**config.mk**
```make
export PLATFORM = sky130hd
export DESIGN_NAME = coherent_reg16
export DESIGN_NICKNAME = d
export VERILOG_FILES = /design/src/rtl/ccr_pkg.sv /design/src/rtl/ccr_read_latch.sv /design/src/rtl/ccr_write_stage.sv /design/src/rtl/ccr_commit_reg.sv /design/src/rtl/coherent_reg16.sv
export SDC_FILE = /design/constraint.sdc
export NUM_CORES = 1
export LEC_CHECK = 0
export BUFFER_PORTS_ARGS = -buffer_cell sky130_fd_sc_hd__buf_2
export CAP_MARGIN = 20
export CORE_MARGIN = 2
export CORE_UTILIZATION = 41
export CTS_BUF_LIST = sky130_fd_sc_hd__clkbuf_4
export DETAILED_ROUTE_END_ITERATION = 8
export SLEW_MARGIN = 10
export SYNTH_ARGS = -nofsm -noshare
export SYNTH_HDL_FRONTEND = slang
export SYNTH_SLANG_ARGS = --single-unit
```
**constraint.sdc**
```tcl
create_clock -name clk -period 2.5 [get_ports clk]
set_input_delay 0.5 -clock clk [delete_from_list [all_inputs] [get_ports clk]]
set_output_delay 0.5 -clock clk [all_outputs]
set_load 0.03 [all_outputs]
```
**src/rtl/ccr_pkg.sv**
```systemverilog
// Package: shared types for the coherent byte-access register.
// Assumes: nothing beyond standard SystemVerilog.
package ccr_pkg;

    // Read snapshot state: open means the next read captures live data.
    typedef enum logic {
        SNAP_OPEN = 1'b0,
        SNAP_HELD = 1'b1
    } snap_state_e;

    // Lane count for a given word and byte width.
    function automatic int lane_count(input int data_w, input int byte_w);
        return data_w / byte_w;
    endfunction

endpackage

```
**src/rtl/ccr_read_latch.sv**
```systemverilog
// Module: read snapshot path. The first read of a set captures the whole
// live word. Reads return snapshot bytes until every lane has been read.
// Assumes: DATA_W is a multiple of BYTE_W, and rd and wr are never
// asserted in the same cycle (checked elsewhere).
module ccr_read_latch
    import ccr_pkg::*;
#(
    parameter int DATA_W = 16,
    parameter int BYTE_W = 8,
    localparam int LANES = lane_count(DATA_W, BYTE_W),
    localparam int AW    = (LANES > 1) ? $clog2(LANES) : 1
) (
    input  logic              clk,
    input  logic              rst_n,
    input  logic              rd,
    input  logic [AW-1:0]     addr,
    input  logic [DATA_W-1:0] live,
    output logic [BYTE_W-1:0] rdata,
    output logic [DATA_W-1:0] snap_o,
    output logic              pend_o
);

    snap_state_e              state_q;
    logic [DATA_W-1:0]        snap_q;
    logic [LANES-1:0]         seen_q;
    logic [LANES-1:0]         lane_hit;
    logic [LANES-1:0]         seen_next;
    logic                     lane_ok;
    logic [BYTE_W-1:0]        src_lane [LANES];

    // Per-lane decode and source selection.
    for (genvar i = 0; i < LANES; i++) begin : g_lane
        assign lane_hit[i] = (int'(addr) == i);
        assign src_lane[i] = (state_q == SNAP_HELD) ? snap_q[i*BYTE_W +: BYTE_W]
                                                    : live[i*BYTE_W +: BYTE_W];
    end

    assign lane_ok   = (int'(addr) < LANES);
    assign seen_next = seen_q | lane_hit;

    // Return the selected lane during a read, zero otherwise.
    always_comb begin
        rdata = '0;
        if (rd && lane_ok) begin
            rdata = src_lane[addr];
        end
    end

    // Snapshot capture, lane tracking and release.
    always_ff @(posedge clk) begin
        if (!rst_n) begin
            state_q <= SNAP_OPEN;
            seen_q  <= '0;
            snap_q  <= '0;
        end else if (rd && lane_ok) begin
            if (state_q == SNAP_OPEN) begin
                snap_q  <= live;
                seen_q  <= (&lane_hit) ? '0 : lane_hit;
                state_q <= (&lane_hit) ? SNAP_OPEN : SNAP_HELD;
            end else if (&seen_next) begin
                seen_q  <= '0;
                state_q <= SNAP_OPEN;
            end else begin
                seen_q  <= seen_next;
            end
        end
    end

    assign snap_o = snap_q;
    assign pend_o = (state_q == SNAP_HELD);

endmodule

```
**src/rtl/ccr_write_stage.sv**
```systemverilog
// Module: write staging path. Holds bytes written per lane and raises a
// commit strobe in the cycle the last unwritten lane is written. The
// merged word includes the byte being written in that cycle.
// Assumes: DATA_W is a multiple of BYTE_W.
module ccr_write_stage
    import ccr_pkg::*;
#(
    parameter int DATA_W = 16,
    parameter int BYTE_W = 8,
    localparam int LANES = lane_count(DATA_W, BYTE_W),
    localparam int AW    = (LANES > 1) ? $clog2(LANES) : 1
) (
    input  logic              clk,
    input  logic              rst_n,
    input  logic              wr,
    input  logic [AW-1:0]     addr,
    input  logic [BYTE_W-1:0] wdata,
    output logic [DATA_W-1:0] staged_o,
    output logic              commit_o
);

    logic [LANES-1:0]  seen_q;
    logic [LANES-1:0]  lane_hit;
    logic              lane_ok;
    logic              wr_ok;
    logic [BYTE_W-1:0] stage_q [LANES];

    assign lane_ok = (int'(addr) < LANES);
    assign wr_ok   = wr && lane_ok;

    for (genvar i = 0; i < LANES; i++) begin : g_lane
        assign lane_hit[i] = (int'(addr) == i);

        // Merge the incoming byte over the stored one for this lane.
        assign staged_o[i*BYTE_W +: BYTE_W] = (wr_ok && lane_hit[i]) ? wdata : stage_q[i];

        // Store the byte written to this lane.
        always_ff @(posedge clk) begin
            if (!rst_n) begin
                stage_q[i] <= '0;
            end else if (wr_ok && lane_hit[i]) begin
                stage_q[i] <= wdata;
            end
        end
    end

    assign commit_o = wr_ok && (&(seen_q | lane_hit));

    // Track which lanes hold fresh bytes; clear on commit.
    always_ff @(posedge clk) begin
        if (!rst_n) begin
            seen_q <= '0;
        end else if (commit_o) begin
            seen_q <= '0;
        end else if (wr_ok) begin
            seen_q <= seen_q | lane_hit;
        end
    end

endmodule

```
**src/rtl/ccr_commit_reg.sv**
```systemverilog
// Module: committed value register. Loads the whole word on a single
// strobe, so the value seen by other logic always changes in one step.
// Assumes: load is a single-cycle strobe.
module ccr_commit_reg #(
    parameter int DATA_W = 16
) (
    input  logic              clk,
    input  logic              rst_n,
    input  logic              load,
    input  logic [DATA_W-1:0] din,
    output logic [DATA_W-1:0] q
);

    // Hold the committed word; clear on reset.
    always_ff @(posedge clk) begin
        if (!rst_n) begin
            q <= '0;
        end else if (load) begin
            q <= din;
        end
    end

endmodule

```
**src/rtl/coherent_reg16.sv**
```systemverilog
// Module: top of the coherent byte-access register. Joins the read
// snapshot path, the write staging path and the committed register.
// Assumes: a byte bus with simple strobes, and never a read and a write
// in the same cycle.
module coherent_reg16
    import ccr_pkg::*;
#(
    parameter int DATA_W = 16,
    parameter int BYTE_W = 8,
    localparam int LANES = lane_count(DATA_W, BYTE_W),
    localparam int AW    = (LANES > 1) ? $clog2(LANES) : 1
) (
    input  logic              clk,
    input  logic              rst_n,
    input  logic [AW-1:0]     bus_addr,
    input  logic              bus_rd,
    input  logic              bus_wr,
    input  logic [BYTE_W-1:0] bus_wdata,
    output logic [BYTE_W-1:0] bus_rdata,
    input  logic [DATA_W-1:0] live_val,
    output logic [DATA_W-1:0] reg_val
);

    logic [DATA_W-1:0] snap_w;
    logic              pend_w;
    logic [DATA_W-1:0] staged_w;
    logic              commit_w;

    ccr_read_latch #(.DATA_W(DATA_W), .BYTE_W(BYTE_W)) u_rd (
        .clk    (clk),
        .rst_n  (rst_n),
        .rd     (bus_rd),
        .addr   (bus_addr),
        .live   (live_val),
        .rdata  (bus_rdata),
        .snap_o (snap_w),
        .pend_o (pend_w)
    );

    ccr_write_stage #(.DATA_W(DATA_W), .BYTE_W(BYTE_W)) u_wr (
        .clk      (clk),
        .rst_n    (rst_n),
        .wr       (bus_wr),
        .addr     (bus_addr),
        .wdata    (bus_wdata),
        .staged_o (staged_w),
        .commit_o (commit_w)
    );

    ccr_commit_reg #(.DATA_W(DATA_W)) u_reg (
        .clk  (clk),
        .rst_n(rst_n),
        .load (commit_w),
        .din  (staged_w),
        .q    (reg_val)
    );

endmodule

```
==> results of run 1 <==
## final timing paths
path	from	endpoint	slack, ps	cells after the start
hold reg to reg	u_rd.snap_o[9]	u_rd.snap_o[9]	470	2
setup reg to reg	u_rd.pend_o	u_rd.snap_o[4]	960	4
hold / removal	live_val[0]	u_rd.snap_o[0]	360	3
setup / recovery	u_rd.pend_o	bus_rdata[1]	320	4
## flip-flops by register name (all words and copies together) (netlist names)
name,count
u_rd.snap_o,16
u_reg.q,16
u_wr.seen_q,2
u_wr.stage_q,16
u_rd.seen_q,2
u_rd.pend_o,1
## power breakdown
| part | switching [mW] | internal [mW] | total, mW |
|---|---|---|---|
| logic | 0.155 | 0.117 | 0.273 |
| clock network | 0.261 | 0.119 | 0.380 |
| registers | 0.0240 | 0.916 | 0.940 |
| total | 0.441 | 1.15 | 1.59 |
## routing by layer
| metal | wire length [um] | up-vias | track usage [%] |
|---|---|---|---|
| met3 | 260 | 9 | 3.93 |
| met2 | 2040 | 37 | 24.2 |
| li1 | - | 915 | - |
| met1 | 2430 | 836 | 21.3 |
| met4 | 77 | 0 | 7.12 |
| met5 | 0 | - | 0 |
## worst min-delay path, cell delays in order
cell and delay [ps]:
buf_2 100, nand2_1 50, a21boi_1 50
## through the flow
step | hold WS [ps] | total power [mW] | setup slack, ps
after floorplan | 432 | 1.15 | 411
after detailed placement | 456 | 1.23 | 362
after CTS | 344 | 1.62 | 280
after global placement | 445 | 1.23 | 360
final | 359 | 1.59 | 316
after global routing | 351 | 1.68 | 215
## final cells by class
class / count / share of cell area (%)
Clock inverter: 2 / 0.363
Clock buffer: 6 / 1.63
Timing Repair Buffer: 59 / 11.3
Multi-Input combinational cell: 162 / 42.0
Tap cell: 72 / 3.27
Sequential cell: 53 / 41.4
## cells by family (layout without fill, tap and decap cells)
logic type,Yosys count,count (layout),share of synthesized area (%)
multiplexers,19,19,12.4
buffers and inverters,19,67,4.12
AO/OA/AOI/OAI,54,54,18.6
AND/OR/NAND/NOR,89,89,17.3
flip-flops,53,53,47.6
## synthesized netlist by cell type (2+ instances only)
master    number  area (um2)
nand2_1       52         195
o221a_2        7        78.8
buf_2          4        20.0
mux4_2         8         180
buf_6          3        33.8
clkbuf_1      11        41.3
a21boi_0      25         188
o211a_1        8        80.1
nand2b_1       4        25.0
dfxtp_1       45         901
nor2b_1        3        18.8
edfxtp_1       8         240
nand3_1       10        50.1
mux2i_1        9        90.1
o21ai_0        2        10.0
and2_1        16         100
o21a_1         8        60.1
## placed cells by master (no fill, tap or decap)
cell type and n:
nand3b_1 1, mux2i_1 9, o211a_1 8, nor2b_1 3
and3_1 1, clkbuf_4 6, nor2_1 1, mux2_2 1
o221a_2 7, and2_4 1, a21boi_1 1, edfxtp_1 8
and2_1 16, o21ai_0 2, buf_2 52, nand3_1 10
a21boi_0 25, o221a_1 1, a21oi_1 1, mux2_4 1
buf_4 7, clkinv_2 2, a31oi_1 1, dfxtp_1 45
o21a_1 8, mux4_2 8, nand2b_1 4, nand2_1 52
==> flow_metrics.tcl, run 1 <==
set metrics [dict create \
    run_status "complete, no violations" \
    syn_avg_cell_area_um2 10.3 \
    yosys_warnings 0 \
    fin_crit_ps 2180 \
    fp.dieW_um 80.5 \
    cp_num_buf_inv 2 \
    endpoint_kind "primary output" \
    cts_max_path_buffers 2 \
    finalHoldViolations 0 \
    design_area_um2 2760 \
    finish.utilization_pct 49.5 \
    syn_area_um2 2400 \
    ys_types 28 \
    cp.required_ps 2000 \
    dp_cells 346 \
    drc 0 \
    final_max_slew_viol_count 0 \
    drt-total-wl_um 4810 \
    cp_max_fo 11 \
    dieArea_um2 6480 \
    placed_area_um2 2700 \
    max_stage_delay_ps 460 \
    cts_made_buffers 5 \
    max_cap_violations 0 \
    final_nets 310 \
    core_um2 5570 \
    num_antenna_cells 0 \
    io_buffers 52 \
    synth-seq-cells 53 \
    area.growth.synth_to_final_pct 15.0 \
    grt_pass1_wl_um 7910 \
    pin_count 53 \
    vias 1797 \
    dr.pass1.iters 4 \
    post_cts_resized 0 \
    synth-edff-count 8 \
    seq_area_um2 1140 \
    cts_tree "done" \
    crit_chain "buf_4 > mux4_2 > and2_1 > buf_2" \
    track_usage_pct 15.9 \
    holdBufCountCts 0 \
    start_util_pct 43.0 \
    period_share_pct 87.4 \
    ant_nets 0 \
    crit_arrival_ps 1680 \
    yosysSeqAreaShare_pct 47.6 \
    ir_drop_v 0.000260 \
    multi_input_area_um2 1160 \
    rows 27 \
    wl_per_cell_um 13.6 \
    skew_ps 7.55 \
    clk_pin_slew_ps 140 \
    antenna_found_initial 0 \
    synth_nets 263 \
    start_kind "flop" \
    grt_max_degree 28 \
    slowest_stage "dfxtp_1" \
    path_delay_family "flip-flops" \
    cts_sinks 53 \
    power_density_nw_per_um2 577 \
    layoutNonFillerInstCount 354 \
    htreeDepth 2 \
    postCtsSetupRepairBufs 0 \
    synth_flop_cell "dfxtp_1" \
    setup_tns_ps 0 \
    hpwl_um 3400 \
    drt-initial-drc-count 69 \
    timing.slew.headroom_pct 59.0 \
    fill_cells 551 \
    ys_async_sr_fraction_pct 0 \
    overflow 0 \
    worstSetupPathType "reg2out" \
    leakagePower_nw 1.23 \
    setup_viol 0 \
    worst_pin_slew_ps 615 \
    rsz0062_at_grt "false" \
    drive_above_1_share_pct 30.1 \
    gp_congestion 0.738 \
    fp.dieH_um 80.5 \
    clock_latency_ps 380 \
    via_per_inst 5.08 \
    min_path_type "in2reg" \
    cts-root-buf "clkbuf_4" \
    fmax_mhz 458 \
    synthesis.instances 234 \
    grt_pass1_vias 1683 \
]
Power figures use the tool's default switching activity.
==> inputs of run 2 (changes only) <==
--- a/config.mk
+++ b/config.mk
@@ -11,6 +11,7 @@
 export CORE_UTILIZATION = 41
 export CTS_BUF_LIST = sky130_fd_sc_hd__clkbuf_4
 export DETAILED_ROUTE_END_ITERATION = 8
+export REMOVE_ABC_BUFFERS = 1
 export SLEW_MARGIN = 10
 export SYNTH_ARGS = -nofsm -noshare
 export SYNTH_HDL_FRONTEND = slang
==> run 2 against run 1 <==
Effect of this change: worst hold slack better by 11 ps; clock skew is 8.9 ps higher; largest cell class unchanged; via count is 0.22% higher.
==> flow_metrics.tcl, run 2 (synthesis gave the netlist of run 1 again) <==
set metrics [dict create \
    worstSetupPathType "reg2out" \
    rows 27 \
    ant_nets 0 \
    fmax_mhz 431 \
    seq_area_um2 1140 \
    layoutNonFillerInstCount 352 \
    drive_above_1_share_pct 29.6 \
    min_path_type "in2reg" \
    cp.required_ps 2000 \
    core_um2 5570 \
    htreeDepth 2 \
    dr.pass1.iters 4 \
    gp_congestion 0.718 \
    setup_viol 0 \
    overflow 0 \
    cts_tree "done" \
    postCtsSetupRepairBufs 0 \
    period_share_pct 92.8 \
    leakagePower_nw 1.22 \
    fp.dieW_um 80.5 \
    crit_arrival_ps 1820 \
    drt-initial-drc-count 45 \
    final_cell_mix "52 x nand2_1, 52 x buf_2, 45 x dfxtp_1" \
    drt-total-wl_um 4840 \
    multi_input_area_um2 1160 \
    rsz0062_at_grt "false" \
    placed_area_um2 2690 \
    finalHoldViolations 0 \
    holdBufCountCts 0 \
    post_cts_resized 0 \
    cts_sinks 53 \
    hpwl_um 3340 \
    cts_max_path_buffers 2 \
    start_util_pct 43.0 \
    endpoint_kind "primary output" \
    start_kind "flop" \
    cts-root-buf "clkbuf_4" \
    ir_drop_v 0.000293 \
    fill_cells 573 \
    setup_tns_ps 0 \
    clk_pin_slew_ps 140 \
    antenna_found_initial 0 \
    clock_latency_ps 370 \
    wl_per_cell_um 13.8 \
    io_buffers 52 \
    grt_pass1_wl_um 7900 \
    dp_cells 344 \
    dieArea_um2 6480 \
    num_antenna_cells 0 \
    pin_count 53 \
    final_nets 308 \
    fin_crit_ps 2320 \
    grt_max_degree 27 \
    power_density_nw_per_um2 578 \
    grt_pass1_vias 1710 \
    fp.dieH_um 80.5 \
    via_per_inst 5.12 \
    track_usage_pct 15.7 \
    run_status "complete, no violations" \
    max_cap_violations 0 \
    design_area_um2 2740 \
    final_max_slew_viol_count 0 \
    drc 0 \
    timing.slew.headroom_pct 59.7 \
    worst_pin_slew_ps 604 \
    cts_made_buffers 5 \
    skew_ps 16.4 \
    cp_max_fo 8 \
    area.growth.synth_to_final_pct 14.3 \
    vias 1801 \
]
run 2: changes by cell type in the layout (fill, tap and decap cells not counted):
cell and change:
buf_4 -2, clkbuf_4 -1, clkinvlp_4 +1
run 2: area by class of cell:
class,instances,share of cell area (%)
clock buffer,5,1.37
clock inverter,3,0.639
multi-input combinational,162,42.2
sequential,53,41.6
tap,72,3.28
timing repair buffer,57,10.9
run 2: path summary, 6_finish.rpt:
path / start / slack, ps / cells past startpoint / to
max: u_rd.pend_o / 180 / 3 / bus_rdata[0]
min: live_val[0] / 370 / 3 / u_rd.snap_o[0]
max reg2reg: u_rd.pend_o / 860 / 4 / u_rd.snap_o[1]
min reg2reg: u_rd.snap_o[0] / 470 / 2 / u_rd.snap_o[0]
run 2: where the power goes:
part           internal [mW]  leakage [nW]  switching (mW)
combinational          0.116         0.740           0.154
sequential             0.916         0.450          0.0249
clock                  0.107        0.0310           0.268
run 2: layer usage:
| layer | part of all wire (%) | vias up | track usage, % |
|---|---|---|---|
| met5 | 0 | - | 0 |
| met2 | 49 | 41 | 28.0 |
| met3 | 5.0 | 4 | 3.15 |
| met4 | 0.81 | 0 | 6.10 |
| li1 | - | 912 | - |
| met1 | 45 | 844 | 18.5 |
run 2: worst max-delay path, cell delays in order (launching register included):
cell	delay, ps
dfxtp_1	570
mux4_2	550
and2_1	170
buf_2	170
run 2: stage by stage:
| step | setup WS [ps] | total power [mW] | hold WS [ps] | util (%) |
|---|---|---|---|---|
| after CTS | 144 | 1.61 | 345 | 49.2 |
| after global routing | 78.8 | 1.67 | 359 | 49.2 |
| after floorplan | 643 | 1.12 | 432 | - |
| after global placement | 376 | 1.23 | 438 | 48.2 |
| final | 181 | 1.59 | 370 | 49.2 |
| after detailed placement | 366 | 1.23 | 447 | 48.2 |
==> inputs of run 3 (changes only) <==
--- a/config.mk
+++ b/config.mk
@@ -11,6 +11,7 @@
 export CORE_UTILIZATION = 41
 export CTS_BUF_LIST = sky130_fd_sc_hd__clkbuf_4
 export DETAILED_ROUTE_END_ITERATION = 8
+export PLACE_DENSITY = 0.7
 export REMOVE_ABC_BUFFERS = 1
 export SLEW_MARGIN = 10
 export SYNTH_ARGS = -nofsm -noshare
==> run 3 against run 2 <==
Effect of this change: clock skew shrank 2.9 ps; setup slack lost 52 ps; register-to-register slack lost 50 ps; combinational power is essentially flat; sequential power is essentially flat; clock power grew 29%; maximum frequency shrank 2.2%; sequential share of layout area shrank 0.36 points; design area grew 0.87%; final cell count is the same; flip-flop and latch count is the same; utilization grew 0.43 points.
==> flow_metrics.tcl, run 3 (synthesis gave the netlist of run 1 again) <==
set metrics [dict create \
    core_um2 5570 \
    area.growth.synth_to_final_pct 15.3 \
    rr_worst_depth 4 \
    grt_pass1_wl_um 8100 \
    finalHoldViolations 0 \
    whs_path_depth 3 \
    design_area_um2 2770 \
    final_max_slew_viol_count 0 \
    cts-root-buf "clkbuf_4" \
    placed_area_um2 2690 \
    start_util_pct 43.0 \
    ir_drop_v 0.000274 \
    pin_count 53 \
    drc 0 \
    layoutNonFillerInstCount 352 \
    endpoint_kind "primary output" \
    cp.required_ps 2000 \
    reg2reg_from "u_rd.pend_o" \
    skew_ps 13.5 \
    io_buffers 52 \
    cp_max_fo 9 \
    holdBufCountCts 0 \
    hpwl_um 3320 \
    timing.slew.headroom_pct 60.1 \
    worstSetupPathType "reg2out" \
    period_share_pct 94.9 \
    rows 27 \
    track_usage_pct 16.0 \
    rsz0062_at_grt "false" \
    setup_slack_ps 129 \
    final_cell_mix "52 x nand2_1, 52 x buf_2, 45 x dfxtp_1" \
    finalHoldWorstSlack_ps 359 \
    crit_arrival_ps 1870 \
    fp.dieH_um 80.5 \
    fp.dieW_um 80.5 \
    min_from "live_val[0]" \
    cts_max_path_buffers 2 \
    htreeDepth 2 \
    drt-initial-drc-count 104 \
    fin_crit_ps 2370 \
    gp_congestion 0.721 \
    overflow 0 \
    power_density_nw_per_um2 612 \
    wl_per_cell_um 13.6 \
    clk_pin_slew_ps 150 \
    dp_slack_ps 278 \
    hold_end "u_rd.snap_o[0]" \
    max_cap_violations 0 \
    dieArea_um2 6480 \
    cts_tree "done" \
    cp-startpoint "u_rd.pend_o" \
    design_power_total_mw 1.69 \
    fmax_mhz 422 \
    ant_nets 0 \
    min_path_type "in2reg" \
    grt_max_degree 26 \
    drt-total-wl_um 4800 \
    post_cts_resized 0 \
    start_kind "flop" \
    clock_latency_ps 380 \
    grt_pass1_vias 1760 \
    vias 1852 \
    dp_cells 344 \
    cts_made_buffers 5 \
    leakagePower_nw 1.23 \
    worst_pin_slew_ps 598 \
    setup_tns_ps 0 \
    antenna_found_initial 0 \
    reg2reg_slack_ps 810 \
    postCtsSetupRepairBufs 0 \
    finish.utilization_pct 49.6 \
    via_per_inst 5.26 \
    drive_above_1_share_pct 29.3 \
    num_antenna_cells 0 \
    final_nets 308 \
    setup_viol 0 \
    dr.pass1.iters 4 \
    r2r-end "u_rd.snap_o[10]" \
    run_status "complete, no violations" \
    cts_sinks 53 \
]
-- run 3: layout make-up --
type / count / area, um2
clock inverters: 3 / 41.3
repair buffers: 57 / 298
multi-input cells: 162 / 1160
well taps: 72 / 90.1
fillers: 532 / 2810
clock buffers: 5 / 37.5
flip-flops and latches: 53 / 1140
-- run 3: worst max-delay path, cell delays in order (launching register included) --
cell and delay [ps]:
dfxtp_1 620, mux4_2 550, and2_1 160, buf_2 170
-- run 3: routing by layer --
layer  GRT usage, %  part of all wire, %  routed length, um
met1           20.5                   46               2190
met2           27.1                   47               2250
met3           3.60                  6.1                294
met4           4.58                  1.2                 59
met5              0                    0                  0
-- run 3: worst max-delay path by stage --
stage,slack [ps],cells after the start,to
CTS,80,3,bus_rdata[7]
detailed placement,280,5,bus_rdata[7]
finish,130,3,bus_rdata[0]
global route,20,3,bus_rdata[7]
floorplan,640,2,bus_rdata[0]
global placement,300,5,bus_rdata[7]
-- run 3: power by group --
group          switching [mW]  internal (mW)  leakage, nW  total, mW
Combinational           0.154          0.116        0.740      0.270
Sequential             0.0259          0.916        0.450      0.942
Clock                   0.275          0.207       0.0389      0.482
Total                   0.455           1.24         1.23       1.69
